File: src/rtl/ptm_pkg.sv
// Package: register addresses and control bit positions shared by the
// PWM pair timer and its bench. Assumes a 3-bit register address.
package ptm_pkg;
    localparam int ADDR_W = 3;
    localparam logic [ADDR_W-1:0] A_MOD   = 3'd0;
    localparam logic [ADDR_W-1:0] A_CMP0  = 3'd1;
    localparam logic [ADDR_W-1:0] A_CMP1  = 3'd2;
    localparam logic [ADDR_W-1:0] A_CTL0  = 3'd3;
    localparam logic [ADDR_W-1:0] A_CTL1  = 3'd4;
    localparam logic [ADDR_W-1:0] A_TCTL  = 3'd5;
    localparam logic [ADDR_W-1:0] A_FCLR  = 3'd6;
    localparam int B_EN   = 0;   // channel enable
    localparam int B_IE   = 1;   // compare interrupt enable
    localparam int B_LINK = 2;   // link bit, channel 0 control only
    localparam int NFLAG  = 3;   // overflow, compare 0, compare 1
    typedef struct packed {
        logic en;
        logic ie;
    } ch_ctl_t;
endpackage

File: src/rtl/ptm_counter.sv
// Modulo counter: counts 0..mod_val and wraps to 0 on the next clock.
// Assumes mod_val may change at any time; a count at or above it wraps.
module ptm_counter #(
    parameter int W = 16
) (
    input  logic         clk,
    input  logic         rst_n,
    input  logic [W-1:0] mod_val,
    output logic [W-1:0] cnt_o,
    output logic [W-1:0] cnt_nxt_o,
    output logic         wrap_o
);
    logic [W-1:0] cnt_q;

    assign wrap_o    = (cnt_q >= mod_val);
    assign cnt_nxt_o = wrap_o ? '0 : cnt_q + 1'b1;
    assign cnt_o     = cnt_q;

    // Advance the count every clock.
    always_ff @(posedge clk) begin
        if (!rst_n) cnt_q <= '0;
        else        cnt_q <= cnt_nxt_o;
    end

    p_wrap_zero_r1: assert property (@(posedge clk) disable iff (!rst_n)
        wrap_o |=> (cnt_q == '0));
    p_step_r1: assert property (@(posedge clk) disable iff (!rst_n)
        !wrap_o |=> (cnt_q == $past(cnt_q) + 1'b1));
endmodule

File: src/rtl/ptm_engine.sv
// One PWM compare engine: sets its pin at period start and clears it when
// the next count equals the compare value, at most once per period.
// Assumes wrap/cnt_nxt come from the shared counter; clear beats set.
module ptm_engine #(
    parameter int W = 16
) (
    input  logic         clk,
    input  logic         rst_n,
    input  logic         en,
    input  logic         wrap,
    input  logic [W-1:0] cnt_nxt,
    input  logic [W-1:0] cmp_val,
    output logic         pin_o,
    output logic         match_o
);
    logic pin_q, done_q, match_q;
    logic done_eff, match;

    assign done_eff = wrap ? 1'b0 : done_q;
    assign match    = en && !done_eff && (cnt_nxt == cmp_val);
    assign pin_o    = pin_q;
    assign match_o  = match_q;

    // Drive the pin: clear on match, set at period start, low when off.
    always_ff @(posedge clk) begin
        if (!rst_n || !en) pin_q <= 1'b0;
        else if (match)    pin_q <= 1'b0;
        else if (wrap)     pin_q <= 1'b1;
    end

    // Remember that this period has already matched.
    always_ff @(posedge clk) begin
        if (!rst_n) done_q <= 1'b0;
        else        done_q <= done_eff | match;
    end

    // Register the compare event so it lines up with the falling pin.
    always_ff @(posedge clk) begin
        if (!rst_n) match_q <= 1'b0;
        else        match_q <= match;
    end

    p_fall_on_match_r3: assert property (@(posedge clk) disable iff (!rst_n)
        match |=> !pin_q);
    p_rise_at_wrap_r3: assert property (@(posedge clk) disable iff (!rst_n)
        (en && wrap && !match) |=> pin_q);
    p_once_per_period_r5: assert property (@(posedge clk) disable iff (!rst_n)
        (match && !wrap) |=> !match_q || !$past(done_q));
endmodule

File: src/rtl/ptm_link_sel.sv
// Link steering: tracks which compare register was written last and, in
// link mode, hands that register to engine 0 at each counter wrap.
// Assumes single-port writes, so both compares never write together.
module ptm_link_sel #(
    parameter int W = 16
) (
    input  logic         clk,
    input  logic         rst_n,
    input  logic         link,
    input  logic         link_rise,
    input  logic         wr_cmp0,
    input  logic         wr_cmp1,
    input  logic         wrap,
    input  logic [W-1:0] cmp0,
    input  logic [W-1:0] cmp1,
    output logic [W-1:0] cmp_ch0
);
    logic sel_q, last_q, sel_eff;

    assign sel_eff = wrap ? last_q : sel_q;
    assign cmp_ch0 = (link && sel_eff) ? cmp1 : cmp0;

    // Record the register written most recently; link entry favours 0.
    always_ff @(posedge clk) begin
        if (!rst_n || link_rise) last_q <= 1'b0;
        else if (wr_cmp1)        last_q <= 1'b1;
        else if (wr_cmp0)        last_q <= 1'b0;
    end

    // Change the active source only at a wrap.
    always_ff @(posedge clk) begin
        if (!rst_n || link_rise) sel_q <= 1'b0;
        else if (wrap)           sel_q <= last_q;
    end

    p_sel_hold_r8: assert property (@(posedge clk) disable iff (!rst_n)
        (link && !wrap) |=> $stable(sel_q));
    p_entry_ch0_r7: assert property (@(posedge clk) disable iff (!rst_n)
        link_rise |=> (!sel_q && !last_q));
    p_wrap_takes_last_r9: assert property (@(posedge clk) disable iff (!rst_n)
        (wrap && !link_rise) |=> (sel_q == $past(last_q)));
endmodule

File: src/rtl/ptm_flags.sv
// Sticky event flags with write-1-to-clear and per-flag enables; the
// request is the OR of enabled flags. A set wins over a clear.
module ptm_flags #(
    parameter int N = 3
) (
    input  logic         clk,
    input  logic         rst_n,
    input  logic [N-1:0] set_i,
    input  logic [N-1:0] clr_i,
    input  logic [N-1:0] ie_i,
    output logic [N-1:0] flag_o,
    output logic         irq_o
);
    logic [N-1:0] flag_q;

    assign flag_o = flag_q;
    assign irq_o  = |(flag_q & ie_i);

    for (genvar i = 0; i < N; i++) begin : g_flag
        // Hold the flag until software clears it.
        always_ff @(posedge clk) begin
            if (!rst_n)        flag_q[i] <= 1'b0;
            else if (set_i[i]) flag_q[i] <= 1'b1;
            else if (clr_i[i]) flag_q[i] <= 1'b0;
        end

        p_sticky_r6: assert property (@(posedge clk) disable iff (!rst_n)
            (flag_q[i] && !clr_i[i]) |=> flag_q[i]);
        p_set_wins_r6: assert property (@(posedge clk) disable iff (!rst_n)
            set_i[i] |=> flag_q[i]);
    end
endmodule

File: src/rtl/pwm_pair_timer.sv
// Top: register file, shared modulo counter, link steering, two compare
// engines and the flag block. Assumes writes are single-cycle strobes.
module pwm_pair_timer
    import ptm_pkg::*;
#(
    parameter int CNT_W = 16
) (
    input  logic              clk,
    input  logic              rst_n,
    input  logic              wr_en,
    input  logic [2:0]        wr_addr,
    input  logic [CNT_W-1:0]  wr_data,
    output logic [1:0]        pwm_out,
    output logic              pin1_gpio,
    output logic              ovf_pulse,
    output logic [1:0]        cmp_pulse,
    output logic              ovf_flag,
    output logic [1:0]        cmp_flag,
    output logic              irq
);
    localparam int NCH = 2;

    logic [CNT_W-1:0] mod_q;
    logic [CNT_W-1:0] cmp_q [NCH];
    ch_ctl_t          ctl_q [NCH];
    logic             link_q, ovf_ie_q, ovf_q;
    logic             wr_mod, wr_ctl0, wr_ctl1, wr_tctl, wr_fclr, link_rise;
    logic [NCH-1:0]   wr_cmp, eng_en, eng_pin, eng_match;
    logic [CNT_W-1:0] cnt, cnt_nxt, cmp_ch0;
    logic [CNT_W-1:0] eng_cmp [NCH];
    logic             wrap;
    logic [NFLAG-1:0] fset, fclr, fie, fval;

    assign wr_mod    = wr_en && (wr_addr == A_MOD);
    assign wr_cmp[0] = wr_en && (wr_addr == A_CMP0);
    assign wr_cmp[1] = wr_en && (wr_addr == A_CMP1);
    assign wr_ctl0   = wr_en && (wr_addr == A_CTL0);
    assign wr_ctl1   = wr_en && (wr_addr == A_CTL1);
    assign wr_tctl   = wr_en && (wr_addr == A_TCTL);
    assign wr_fclr   = wr_en && (wr_addr == A_FCLR);
    assign link_rise = wr_ctl0 && wr_data[B_LINK] && !link_q;

    // Modulo and timer control registers.
    always_ff @(posedge clk) begin
        if (!rst_n) begin
            mod_q    <= '1;
            ovf_ie_q <= 1'b0;
        end else begin
            if (wr_mod)  mod_q    <= wr_data;
            if (wr_tctl) ovf_ie_q <= wr_data[0];
        end
    end

    // Channel 0 control, including the link bit.
    always_ff @(posedge clk) begin
        if (!rst_n) begin
            ctl_q[0] <= '0;
            link_q   <= 1'b0;
        end else if (wr_ctl0) begin
            ctl_q[0] <= '{en: wr_data[B_EN], ie: wr_data[B_IE]};
            link_q   <= wr_data[B_LINK];
        end
    end

    // Channel 1 control.
    always_ff @(posedge clk) begin
        if (!rst_n)       ctl_q[1] <= '0;
        else if (wr_ctl1) ctl_q[1] <= '{en: wr_data[B_EN], ie: wr_data[B_IE]};
    end

    // Compare registers, each updated directly on its write.
    for (genvar c = 0; c < NCH; c++) begin : g_cmp
        always_ff @(posedge clk) begin
            if (!rst_n)         cmp_q[c] <= '0;
            else if (wr_cmp[c]) cmp_q[c] <= wr_data;
        end
    end

    // Overflow event aligned with the first cycle of a period.
    always_ff @(posedge clk) begin
        if (!rst_n) ovf_q <= 1'b0;
        else        ovf_q <= wrap;
    end

    ptm_counter #(.W(CNT_W)) u_cnt (
        .clk(clk), .rst_n(rst_n), .mod_val(mod_q),
        .cnt_o(cnt), .cnt_nxt_o(cnt_nxt), .wrap_o(wrap)
    );

    ptm_link_sel #(.W(CNT_W)) u_sel (
        .clk(clk), .rst_n(rst_n), .link(link_q), .link_rise(link_rise),
        .wr_cmp0(wr_cmp[0]), .wr_cmp1(wr_cmp[1]), .wrap(wrap),
        .cmp0(cmp_q[0]), .cmp1(cmp_q[1]), .cmp_ch0(cmp_ch0)
    );

    assign eng_cmp[0] = cmp_ch0;
    assign eng_cmp[1] = cmp_q[1];
    assign eng_en[0]  = ctl_q[0].en;
    assign eng_en[1]  = ctl_q[1].en && !link_q;

    for (genvar c = 0; c < NCH; c++) begin : g_eng
        ptm_engine #(.W(CNT_W)) u_eng (
            .clk(clk), .rst_n(rst_n), .en(eng_en[c]), .wrap(wrap),
            .cnt_nxt(cnt_nxt), .cmp_val(eng_cmp[c]),
            .pin_o(eng_pin[c]), .match_o(eng_match[c])
        );
    end

    assign fset = {eng_match[1], eng_match[0], wrap};
    assign fclr = wr_fclr ? wr_data[NFLAG-1:0] : '0;
    assign fie  = {ctl_q[1].ie && !link_q, ctl_q[0].ie, ovf_ie_q};

    ptm_flags #(.N(NFLAG)) u_flags (
        .clk(clk), .rst_n(rst_n), .set_i(fset), .clr_i(fclr),
        .ie_i(fie), .flag_o(fval), .irq_o(irq)
    );

    assign pwm_out   = eng_pin;
    assign pin1_gpio = link_q;
    assign ovf_pulse = ovf_q;
    assign cmp_pulse = eng_match;
    assign ovf_flag  = fval[0];
    assign cmp_flag  = fval[2:1];

    p_pin1_quiet_r10: assert property (@(posedge clk) disable iff (!rst_n)
        $past(link_q) |-> (!pwm_out[1] && !cmp_pulse[1]));
    p_ovf_once_r1: assert property (@(posedge clk) disable iff (!rst_n)
        ovf_pulse |-> (cnt == '0));
    p_zero_low_r4: assert property (@(posedge clk) disable iff (!rst_n)
        (wrap && eng_cmp[0] == '0) |=> !pwm_out[0]);
endmodule

File: config.mk
export PLATFORM = sky130hd
export DESIGN_NAME = pwm_pair_timer
export DESIGN_NICKNAME = d
export VERILOG_FILES = /design/src/rtl/ptm_pkg.sv /design/src/rtl/ptm_counter.sv /design/src/rtl/ptm_engine.sv /design/src/rtl/ptm_link_sel.sv /design/src/rtl/ptm_flags.sv /design/src/rtl/pwm_pair_timer.sv
export SDC_FILE = /design/constraint.sdc
export NUM_CORES = 1
export LEC_CHECK = 0
export ABC_AREA = 1
export BUFFER_PORTS_ARGS = -buffer_cell sky130_fd_sc_hd__buf_2
export CAP_MARGIN = 20
export CORE_MARGIN = 8
export CORE_UTILIZATION = 60
export CTS_BUF_LIST = sky130_fd_sc_hd__clkbuf_8
export DETAILED_ROUTE_END_ITERATION = 10
export GPL_TIMING_DRIVEN = 0
export PLACE_DENSITY = 0.86
export SKIP_LAST_GASP = 1
export SLEW_MARGIN = 20
export SYNTH_ARGS = -nofsm -noshare
export SYNTH_HDL_FRONTEND = slang
export SYNTH_HIERARCHICAL = 1
export SYNTH_SLANG_ARGS = --single-unit
File: constraint.sdc
create_clock -name clk -period 3.51 [get_ports clk]
set_clock_uncertainty 0.05 [all_clocks]
set_input_delay 0.5265 -clock clk [delete_from_list [all_inputs] [get_ports clk]]
set_output_delay 0.5265 -clock clk [all_outputs]
set_load 0.005 [all_outputs]
Word level (Yosys, flattened, before mapping)
Memories as Yosys holds them, arrays and structs flattened.
Cells that the tools add are included.
Cells by class
  add/subtract/negate cells: 1
  magnitude comparators: 1
  eq/ne operators: 8
  mux-type cells: 31
  bitwise operators: 7
  reduce and logical (&&, ||, !) cells: 33
Operators with widths (count)
  16-bit two-way mux: 4
  16-bit equality test: 2
  1-bit two-way mux: 24
  16-bit by 1-bit adder with 16-bit output, second input constant: 1
  16-bit greater-or-equal comparator: 1
  1-bit logical AND: 16
  3-bit equality test, second input constant: 3
  2-bit nonzero test: 4
  3-bit by 2-bit equality test with 1-bit output, second input constant: 2
  1-bit logical NOT: 6
  1-bit bitwise OR: 6
  2-bit two-way mux: 2
  2-bit OR reduction: 2
  3-bit bitwise AND: 1
  3-bit by 1-bit equality test with 1-bit output, second input constant: 1
  3-bit logical NOT: 1
  1-bit logical OR: 3
  3-bit two-way mux: 1
  3-bit OR reduction: 1
Storage, ports and cells
  register bits after elaboration: 46
  bits in writable memories: 36
  output and inout port bits: 10
  logic and storage cells: 99
  memories: 2
Memories
  cmp_q: depth 2, width 16, rd ports 2, clocked after memory_dff 0, wr ports 2, RTL line pwm_pair_timer.sv:24  | logic [CNT_W-1:0] cmp_q [NCH];
  ctl_q: depth 2, width 2, rd ports 2, clocked after memory_dff 0, wr ports 2, RTL line pwm_pair_timer.sv:25  | ch_ctl_t ctl_q [NCH];

Logic depth before layout (Yosys ltp)
Gate-level depths: netlist of the first run.
  depth after elaboration: 7
  depth in mapped cells: 26
  depth with buffers taken out: 24

Modules after synthesis
The synthesis of the first run kept the hierarchy.
By module, submodules not included
  pwm_pair_timer: instances 1, cells an instance 209, area each 2194.6 sq um
  ptm_counter: instances 1, cells an instance 233, area each 1511.4 sq um
  ptm_engine: instances 2, cells an instance 117, area each 533.0 sq um
  ptm_link_sel: instances 1, cells an instance 69, area each 379.1 sq um
  ptm_flags: instances 1, cells an instance 20, area each 128.9 sq um

Worst setup path before layout of the first run
OpenSTA, ideal clock, no wires.
  path type: reg-to-reg
  from: register u_cnt.cnt_q[0] (netlist: u_cnt/cnt_o[0])
  to: register g_eng[0].u_eng.pin_q
  setup time: 109 ps
  arrival: 2520 ps
  data required time: 3351 ps
  setup slack: 831 ps
  stages on the path, launching flop included: 26
  path buffers: 2
  period minus slack after synthesis: 2679 ps
  cell sequence: dfxtp_1 inv_2 ha_1 nand2_1 nor2_1 nor2_1 nand2_1 nand2_1 nand2_1 nand2_4 buf_6 nand2_1 nand2_1 nand2_4 buf_12 nand3_1 nand2_1 inv_1 nand2_1 o21ai_0 nor2_1 nand2_1 nor2_1 nand3_1 nand2_1 inv_1
On the way
  longest elaborated chain between the ends: 7
  elaborated cells between the ends (all ways): 12
Ends and longest elaborated chain
  from (decl): RTL line ptm_counter.sv:13  | logic [W-1:0] cnt_q;
  from (signal assigned): RTL line ptm_counter.sv:22  | else cnt_q <= cnt_nxt_o;
  16-bit greater-or-equal comparator: RTL line ptm_counter.sv:15  | assign wrap_o = (cnt_q >= mod_val);
  via wrap: RTL line pwm_pair_timer.sv:31  | logic wrap;
  1-bit two-way mux
  1-bit logical AND: RTL line ptm_link_sel.sv:21  | assign cmp_ch0 = (link && sel_eff) ? cmp1 : cmp0;
  16-bit two-way mux: RTL line ptm_link_sel.sv:21
  via cmp_ch0[6]: RTL line pwm_pair_timer.sv:29  | logic [CNT_W-1:0] cnt, cnt_nxt, cmp_ch0;
  16-bit equality test: RTL line ptm_engine.sv:20  | assign match = en && !done_eff && (cnt_nxt == cmp_val);
  1-bit logical AND: RTL line ptm_engine.sv:20
  2-bit OR reduction (no source line)
  to (signal assigned): RTL line ptm_engine.sv:26  | if (!rst_n || !en) pin_q <= 1'b0;
  to (signal assigned): RTL line ptm_engine.sv:27  | else if (match) pin_q <= 1'b0;
  to (signal assigned): RTL line ptm_engine.sv:28  | else if (wrap) pin_q <= 1'b1;
  to (decl): RTL line ptm_engine.sv:16  | logic pin_q, done_q, match_q;
The timed path passes the listed nets, and every way through them passes these cells.
A chain may end at the register's enable or synchronous reset.

Worst setup path in the final report of the first run
  from: register u_cnt.cnt_q[9] (netlist: u_cnt/cnt_o[9])
  to: register g_eng[0].u_eng.pin_q
Same word-level chain as after synthesis.

==> results.toml, run 1 <==
[floorplanning]
fp-row-count = 34
fp.dieArea_um2 = 12100
start_util_pct = 61.1
coreArea_um2 = 8640
pin_count = 32
die_h_um = 110
die_w_um = 110

[drt]
post_drt_wl_per_cell_um = 15.2
vias = 4982
dr.pass1.iters = 5
drt-vias-per-instance = 5.42
drt_iter0_drc = 356
drtAntennaViolNets = 0
drc = 0
finalWirelength_um = 13900

[global_routing]
grt_max_degree = 17
grt.total_usage_pct = 24.7
grt-ovfl-total = 0
antenna_found_initial = 0
grt_pass1_wl_um = 23000
grt_pass1_vias = 4877

[sta]
min_period_ns = 3.24
tightest_slew_ns = 0.675
fin_setup_tns_ns = 0
hold_viol_final = 0
rsz0062_at_grt = "false"
fmax_ghz = 0.309
slew-limit-headroom_pct = 54.9
finalSetupViolCount = 0
maxSlewViolCount = 0
min_period_over_period_pct = 92.3

[synth]
syn-num-nets = 804
syn_inst = 765
syn_avg_cell_area_um2 = 6.90
synth_top_flop_cell = "dfxtp_1"
synth_area_leaders = "edfxtp_1 20%, dfxtp_1 17%, nand2_1 15%, inv_1 10%, nor2_1 7.7%"
yosysTopAreaCellShare_pct = 20.5
yosysWarnings = 6
syn_area_um2 = 5280
ys_seq_elements = 82
ys_async_sr_fraction_pct = 0
synth_edf_count = 36
synth_largest_area_cell = "edfxtp_1"
synth_commonest_cells = "217 x nand2_1, 142 x inv_1, 109 x nor2_1, 73 x nand3_1, 46 x dfxtp_1"
synth-seq-area-share_pct = 37.9
ys_types = 39
yosysMostFrequentCell = "nand2_1"

[place]
gp_congestion = 0.922
dp_hpwl_um = 10900
port_buffers = 31

[worst_setup_path]
rr_startpoint = "u_cnt/cnt_o[9]$_SDFF_PN0_"
cp.arrival_ns = 3.44
worstSetupStartpoint = "u_cnt/cnt_o[9]$_SDFF_PN0_"
critical_path.endpoint_type = "register"
startpoint_type = "register"
reg2reg_depth = 21
reg2reg_to = "g_eng[0].u_eng/pin_o$_SDFFE_PP0P_"
critPathRequiredTime_ns = 3.71
rrSetupSlack_ns = 0.27
endpoint = "g_eng[0].u_eng/pin_o$_SDFFE_PP0P_"
path_max_fanout = 10
critical_path_class = "register to register"

[power]
p_leak_nw = 3.10
power_density_nw_per_um2 = 359
vdd.ir_drop.worst_mv = 0.309
swShare_pct = 26.5
clkPwrFrac_pct = 38.2
p_int_w = 0.00153
power.switching_w = 0.000553
pwr-share-seq_pct = 51.1
pwr-share-comb_pct = 10.7

[run]
drv_cap = 0

[clock_tree]
cts-root-buf = "clkbuf_8"
postCtsSetupRepairBufs = 0
ctsLongestPathBuffers = 2
clk_pin_slew_ns = 0.10
clk_latency_ns = 0.36
cts-buffers-inserted = 9
cts_max_level = 3
clock-sinks = 82
cts_tree = "yes"

[finish]
antennaDiodeCount = 0
synthToLayoutAreaGrowth_pct = 9.91
final_nets = 846
final_util_pct = 67.2
drive_above_1_share_pct = 14.9

[hold_path]
hold_class = "input port to register"

[run_status]
status = "completed"
## metal layers
layer | wire length [um] | global-route usage, % | vias to the layer above
met2 | 6480 | 40.6 | 202
met3 | 993 | 4.57 | 40
met1 | 5980 | 30.6 | 2311
met4 | 476 | 11.5 | 0
met5 | 0 | 0 | -
li1 | - | - | 2429
## critical path: stages (launching register included)
cell,delay [ns]
dfxtp_1,0.46
ha_1,0.30
a21oi_1,0.18
o21ai_2,0.09
a21oi_4,0.27
buf_6,0.22
nand2_2,0.20
inv_2,0.13
nand2_2,0.09
nand2_4,0.11
buf_12,0.13
nand3_1,0.07
nand2_1,0.11
inv_1,0.05
nand2_1,0.07
o21ai_0,0.08
nor2_1,0.09
nand2_1,0.07
nor2_1,0.09
nand3_1,0.13
nand2_1,0.09
inv_1,0.04
## cells by family after synthesis
| logic type | after synthesis | synth area share [%] |
|---|---|---|
| compound gates | 26 | 3.29 |
| xor+xnor | 9 | 1.49 |
| fa+ha+maj | 17 | 4.03 |
| buf+inv | 168 | 13.4 |
| flops | 82 | 37.9 |
| simple gates | 463 | 39.8 |
## sequential cells by signal, summed over array words and instances (netlist names)
| register | count |
|---|---|
| g_eng.u_eng/match_o | 2 |
| mod_q | 16 |
| cmp_q | 32 |
| ctl_q | 4 |
| u_cnt/cnt_o | 16 |
| g_eng.u_eng/done_q | 2 |
| ovf_ie_q | 1 |
| u_sel/last_q | 1 |
| ovf_pulse | 1 |
| g_eng.u_eng/pin_o | 2 |
| pin1_gpio | 1 |
| u_flags/flag_o | 3 |
| u_sel/sel_q | 1 |
## cell type report
type	instances	area (um^2)
plain buffers	15	135
clock buffers	10	138
clock inverters	6	90.1
fillers	715	2830
inverters	153	574
multi-input cells	515	2570
flip-flops and latches	82	2000
well taps	108	135
repair buffers	31	155
## through the flow
| stage | total power (W) | instances | instance area (um^2) | hold WS, ns | setup WS, ns |
|---|---|---|---|---|---|
| 3_3_place_gp | 0.00129 | 904 | 5570 | 0.393 | 0.262 |
| 4_1_cts | 0.00207 | 920 | 5800 | 0.379 | 0.142 |
| 6_report | 0.00208 | 920 | 5800 | 0.390 | 0.271 |
| 2_1_floorplan | 0.00122 | 765 | 5280 | 0.379 | 0.831 |
| 5_1_grt | 0.00215 | 920 | 5800 | 0.391 | 0.0499 |
| 3_5_place_dp | 0.00130 | 904 | 5570 | 0.397 | 0.187 |
## cell usage in the layout (no fill, tap or decap), drive strengths merged
cell type / count
nor2: 130
o21a: 1
nor4: 1
xor2: 4
clkbuf: 14
ha: 17
xnor2: 5
a21oi: 12
dfxtp: 46
inv: 153
o21bai: 2
nor3: 3
nand3: 84
a21o: 1
nand2: 231
o21ai: 6
edfxtp: 36
nand4: 12
or2: 2
a21boi: 2
clkinv: 4
o211a: 2
buf: 42
bufinv: 2
## worst min-delay path by stage
stage	start	slack [ns]	endpoint	cells past startpoint
global placement	mod_q[11]$_SDFFE_PN1P_	0.39	mod_q[11]$_SDFFE_PN1P_	2
finish	wr_data[13]	0.39	mod_q[13]$_SDFFE_PN1P_	3
detailed placement	mod_q[5]$_SDFFE_PN1P_	0.40	mod_q[5]$_SDFFE_PN1P_	2
CTS	wr_data[1]	0.38	mod_q[1]$_SDFFE_PN1P_	3
global route	wr_data[1]	0.39	mod_q[1]$_SDFFE_PN1P_	3
floorplan	mod_q[10]$_SDFFE_PN1P_	0.38	mod_q[10]$_SDFFE_PN1P_	2
## what timing repair did
item,4_1_cts,5_1_grt
endpoints found under the setup margin,0,3
hold buffers,0,0
gates resized for setup,0,3
## power groups by stage
stage	Combinational (W)	Clock (W)	Sequential, W
after global placement	0.000211	0	0.00108
after global routing	0.000252	0.000833	0.00107
after floorplan	0.000151	0	0.00107
final	0.000224	0.000796	0.00106
after detailed placement	0.000218	0	0.00108
after CTS	0.000220	0.000791	0.00106
No activity file was read; power rests on OpenSTA's default activity.
==> run 2, diff against run 1 <==
Settings changed: SYNTH_HIERARCHICAL 1 to default.
==> results.toml, run 2 <==
[sta]
hold_viol_final = 0
rsz0062_at_grt = "false"
min_period_over_period_pct = 81.3
min_period_ns = 2.85
slew-limit-headroom_pct = 42.4
tightest_slew_ns = 0.862
fin_setup_tns_ns = 0
fmax_ghz = 0.351
maxSlewViolCount = 0
finalSetupViolCount = 0

[worst_setup_path]
path_cells = "inv_1 -> ha_1 -> a21oi_1 -> o21ai_1 -> nor2_4 -> nand3_2 -> nand3_4 -> buf_6 -> nand2_1 -> nand3_1 -> nand2_1 -> nor2_1 -> nand2_1 -> nor2_1 -> nand3_1 -> nand2_1"
reg2reg_depth = 16
cp_common_cell = "nand2_1"
path_max_fanout = 10
critical_path_class = "register to register"
cp.arrival_ns = 3.10
startpoint_type = "register"
cp_slowest_stage_delay_ns = 0.32
critical_path.endpoint_type = "register"
critPathRequiredTime_ns = 3.76
cpMaxStageDelayCell = "dfxtp_1"

[drt]
route.layer.met1.wl_um = 5790
drtAntennaViolNets = 0
post_drt_wl_per_cell_um = 16.8
drt-vias-per-instance = 5.51
dr.pass1.iters = 5
drc = 0
wl_met2_um = 6190
vias = 4399
top_layer = "met4"
drt_iter0_drc = 292
met3_length_um = 986
finalWirelength_um = 13400

[finish]
largest_reg_flops = 32
drive_above_1_share_pct = 11.6
synthToLayoutAreaGrowth_pct = 10.3
seq_area_um2 = 2000
antennaDiodeCount = 0
final_nets = 731
n_fill_cell = 686
final_common_cell = "nand2_1"
most-common-layout-cells = "162 x nand2_1, 115 x inv_1, 92 x nor2_1"
final_cell_count_no_fill = 799
multi_input_area_um2 = 2180
regMostFlops = "cmp_q"

[floorplanning]
die_h_um = 105
fp-row-count = 32
coreArea_um2 = 7690
start_util_pct = 61.7
pin_count = 32
fp.dieArea_um2 = 11000
die_w_um = 105

[synth]
yosysWarnings = 0
synth_edf_count = 36
yosysTopAreaCellShare_pct = 22.8
syn_inst = 649
yosysMostFrequentCell = "nand2_1"
syn_area_um2 = 4740
synth-seq-area-share_pct = 42.2
syn_avg_cell_area_um2 = 7.31
ys_types = 37
synth_area_leaders = "edfxtp_1 23%, dfxtp_1 19%, nand2_1 13%, inv_1 9.1%, nor2_1 7.3%"
syn-num-nets = 688
ys_async_sr_fraction_pct = 0
synth_commonest_cells = "162 x nand2_1, 115 x inv_1, 92 x nor2_1, 46 x dfxtp_1, 46 x nand3_1"
synth_top_flop_cell = "dfxtp_1"
ys_seq_elements = 82
synth_largest_area_cell = "edfxtp_1"

[power]
vdd.ir_drop.worst_mv = 0.324
p_leak_nw = 2.69
power_density_nw_per_um2 = 365

[global_routing]
grt_pass1_wl_um = 21300
antenna_found_initial = 0
grt_pass1_vias = 4247
grt-ovfl-total = 0
grt_max_degree = 17
grt.total_usage_pct = 24.7

[place]
place_inst = 783
dp_hpwl_um = 10300
port_buffers = 31
gp_congestion = 0.980

[clock_tree]
cts_max_level = 3
cts-root-buf = "clkbuf_8"
clk_latency_ns = 0.36
clock-sinks = 82
clk_pin_slew_ns = 0.09
postCtsHoldBufs = 0
cts-buffers-inserted = 9
cts_resized = 0
postCtsSetupRepairBufs = 0
cts_tree = "yes"
ctsLongestPathBuffers = 2

[run_status]
status = "completed"

[run]
drv_cap = 0

[hold_path]
whs_path_depth = 3
hold_class = "input port to register"
## run 2: cell count changes after synthesis, moves of 7 or more
| cell | delta |
|---|---|
| inv_1 | -27 |
| inv_2 | -7 |
| nand2_1 | -55 |
| nand2_2 | -9 |
| nand3_1 | -27 |
| nand3_2 | -9 |
| nand4_1 | +17 |
| nor2_1 | -17 |
| nor2_2 | -7 |
| o211ai_1 | +17 |
## run 2: report_power, final
part	internal, W	switching (W)
registers	0.00103	0.0000235
logic	0.0000598	0.000126
clock network	0.000299	0.000366
## run 2: final cells by class
class	count	area share, %
multi-input cells	429	41.7
well taps	102	2.44
clock inverters	5	0.717
repair buffers	32	3.25
flip-flops and latches	82	38.3
clock buffers	11	2.89
inverters	117	8.39
plain buffers	21	2.34
## run 2: final timing paths
path,startpoint,end,slack (ns)
worst min-delay path,wr_data[5],mod_q[5]$_SDFFE_PN1P_,0.35
worst max register to register,mod_q[15]$_SDFFE_PN1P_,g_eng[0].u_eng.done_q$_SDFF_PN0_,0.66
worst max-delay path,mod_q[15]$_SDFFE_PN1P_,g_eng[0].u_eng.done_q$_SDFF_PN0_,0.66
worst min register to register,g_eng[1].u_eng.done_q$_SDFF_PN0_,g_eng[1].u_eng.done_q$_SDFF_PN0_,0.43
## run 2: cells by family after synthesis
family / share of synthesized area [%]
adder cells (fa/ha/maj): 4.48
XOR/XNOR: 1.85
AND/OR/NAND/NOR: 34.4
buffers and inverters: 11.8
flip-flops: 42.2
AO/OA/AOI/OAI: 5.25
## run 2: metal layers
metal	track usage, %	vias up
met5	0	-
met4	11.7	0
met3	4.12	33
met2	40.1	168
met1	31.2	2035
li1	-	2163
## run 2: worst max-delay path, delay by kind of cell (launching register included)
kind	cells	cell delay, ns
AOI/OAI and AO/OA	2	0.26
buffers and inverters	2	0.24
and+or+nand+nor	11	1.58
DFF	1	0.32
adders and majority gates	1	0.32
## run 2: per-stage QoR
step,area (um^2),power (W),hold slack (ns),worst slack [ns],utilization [%]
after floorplan,4740,0.00119,0.388,1.15,-
after global placement,5030,0.00125,0.397,0.196,65.4
after detailed placement,5040,0.00126,0.419,0.769,65.6
after CTS,5230,0.00190,0.345,0.730,68.1
after global routing,5230,0.00197,0.363,0.465,68.1
final,5230,0.00191,0.348,0.657,68.1
==> run 3, diff against run 2 <==
Clock period 3.51 ns to 2.65 ns, I/O delays scaled along.
==> results.toml, run 3 (same netlist as run 2, synthesis figures left out) <==
[power]
swShare_pct = 27.2
power.switching_w = 0.000692
pwr-share-comb_pct = 10.6
vdd.ir_drop.worst_mv = 0.422
p_leak_nw = 2.73
pwr-share-seq_pct = 55.0
power_density_nw_per_um2 = 446
clkPwrFrac_pct = 34.3
p_int_w = 0.00185
power_w = 0.00255

[clock_tree]
clk_latency_ns = 0.36
cts_max_level = 3
cts-root-buf = "clkbuf_8"
cts_tree = "yes"
postCtsHoldBufs = 0
clock-sinks = 82
cts-buffers-inserted = 9
ctsLongestPathBuffers = 2
clk_pin_slew_ns = 0.09

[global_routing]
grt.total_usage_pct = 24.7
grt_max_degree = 17
grt_pass1_vias = 4256
grt-ovfl-total = 0
grt_pass1_wl_um = 21400
antenna_found_initial = 0

[finish]
drive_above_1_share_pct = 21.3
largest_reg_flops = 32
final_nets = 742
antennaDiodeCount = 0
final_common_cell = "nand2_1"
most-common-layout-cells = "154 x nand2_1, 107 x inv_1, 87 x nor2_1"
regMostFlops = "cmp_q"
synthToLayoutAreaGrowth_pct = 20.4

[worst_setup_path]
path_cells = "inv_1 -> ha_4 -> a21oi_1 -> o21ai_1 -> nor2_4 -> buf_12 -> nand2_8 -> nand2_4 -> nand2_1 -> nor2_4 -> nand3_1 -> nand2_1 -> nand2_1 -> nor2_1 -> nand2_1 -> nor2_2 -> nand3_2 -> nand2_1"
startpoint_type = "register"
rrSetupSlack_ns = -0.07
cp_slowest_stage_delay_ns = 0.31
worstSetupStartpoint = "mod_q[15]$_SDFFE_PN1P_"
cp.arrival_ns = 2.97
endpoint = "g_eng[0].u_eng.done_q$_SDFF_PN0_"
cp_common_cell = "nand2_1"
cpMaxStageDelayCell = "dfxtp_1"
reg2reg_to = "g_eng[0].u_eng.done_q$_SDFF_PN0_"
rr_startpoint = "mod_q[15]$_SDFFE_PN1P_"
critPathRequiredTime_ns = 2.90
path_max_fanout = 5
reg2reg_depth = 18
critical_path_class = "register to register"
critical_path.endpoint_type = "register"

[run]
drv_cap = 0

[drt]
drtAntennaViolNets = 0
drt-vias-per-instance = 5.63
drt_iter0_drc = 333
finalWirelength_um = 14300
vias = 4559
post_drt_wl_per_cell_um = 17.7
drc = 0
dr.pass1.iters = 5

[sta]
slew-limit-headroom_pct = 42.1
tightest_slew_ns = 0.867
maxSlewViolCount = 0
min_period_ns = 2.72
rsz0062_at_grt = "true"
hold_viol_final = 0
fmax_ghz = 0.368
finalSetupViolCount = 3
fin_setup_tns_ns = -0.117
finalWorstSetupSlack_ns = -0.0652
min_period_over_period_pct = 102

[floorplanning]
start_util_pct = 61.7
pin_count = 32
coreArea_um2 = 7690
fp-row-count = 32
die_w_um = 105
die_h_um = 105
fp.dieArea_um2 = 11000

[place]
dp_hpwl_um = 10300
gp_congestion = 0.980
port_buffers = 31

[hold_path]
hold_class = "input port to register"
min_from = "wr_data[5]"

[run_status]
status = "complete, but fails checks"
failed_checks = "negative setup slack"
==> run 3: cell types whose count changed in the layout (fill, tap and decap cells not counted), moves of 5 or more <==
cell and change:
dfxtp_2 +8, nand3_2 +5, nand2_2 +7, dfxtp_1 -12, inv_2 +7, nor2_1 -5, nand2_1 -8, ha_4 +11
ha_1 -11, nand3_1 -6, inv_1 -8, buf_4 +5
==> run 3: per-layer routing <==
metal / global-route usage (%) / part of all wire (%) / vias up / routed length [um]
met2: 40.7 / 48 / 198 / 6870
li1: - / - / 2191 / -
met5: 0 / 0 / - / 0
met1: 31.4 / 40 / 2134 / 5730
met3: 3.87 / 8.5 / 36 / 1220
met4: 11.0 / 3.4 / 0 / 485
==> run 3: cell type report <==
type	instances	area (um^2)
Inverter	117	442
Fill cell	603	1980
Multi-Input combinational cell	429	2480
Clock inverter	5	37.5
Timing Repair Buffer	43	295
Tap cell	102	128
Buffer	21	153
Clock buffer	11	151
Sequential cell	82	2030
==> run 3: repair_timing <==
item                                    4_1_cts  5_1_grt
endpoints found under the setup margin        5        6
gates resized for setup                       4       77
cloned                                        0        1
pin swaps                                     2       29
hold endpoints to repair                      0        0
buffers inserted                              2        8
==> run 3: worst max-delay path, delay by kind of cell, from the launching register on <==
| family | cells | cell delay, ns |
|---|---|---|
| compound gates | 2 | 0.37 |
| simple gates | 13 | 1.44 |
| buf+inv | 2 | 0.26 |
| fa+ha+maj | 1 | 0.23 |
| flops | 1 | 0.31 |
==> run 3: worst min path at each step <==
stage / end / slack (ns) / depth (start not counted)
after floorplan: u_flags.flag_o[1]$_SDFFE_PN0P_ / 0.39 / 2
after global routing: mod_q[7]$_SDFFE_PN1P_ / 0.24 / 3
final: mod_q[5]$_SDFFE_PN1P_ / 0.22 / 3
after detailed placement: g_eng[1].u_eng.done_q$_SDFF_PN0_ / 0.42 / 2
after CTS: mod_q[8]$_SDFFE_PN1P_ / 0.22 / 3
after global placement: u_flags.flag_o[1]$_SDFFE_PN0P_ / 0.40 / 2
==> run 3: power groups by stage <==
stage	combinational (W)	clock (W)	sequential, W
after floorplan	0.000160	0	0.00142
after global placement	0.000230	0	0.00143
after detailed placement	0.000242	0	0.00143
after CTS	0.000245	0.000879	0.00140
after global routing	0.000300	0.000921	0.00141
final	0.000270	0.000874	0.00140
==> run 3: per-stage QoR <==
| step | worst slack (ns) | utilization, % | instances | cell area, um^2 | hold WS (ns) |
|---|---|---|---|---|---|
| 2_1_floorplan | 0.423 | - | 649 | 4740 | 0.388 |
| 3_3_place_gp | -0.535 | 65.4 | 782 | 5030 | 0.397 |
| 3_5_place_dp | -0.0913 | 65.6 | 783 | 5040 | 0.419 |
| 4_1_cts | -0.0377 | 68.6 | 801 | 5280 | 0.216 |
| 5_1_grt | -0.163 | 74.3 | 810 | 5710 | 0.238 |
| 6_report | -0.0652 | 74.3 | 810 | 5710 | 0.216 |
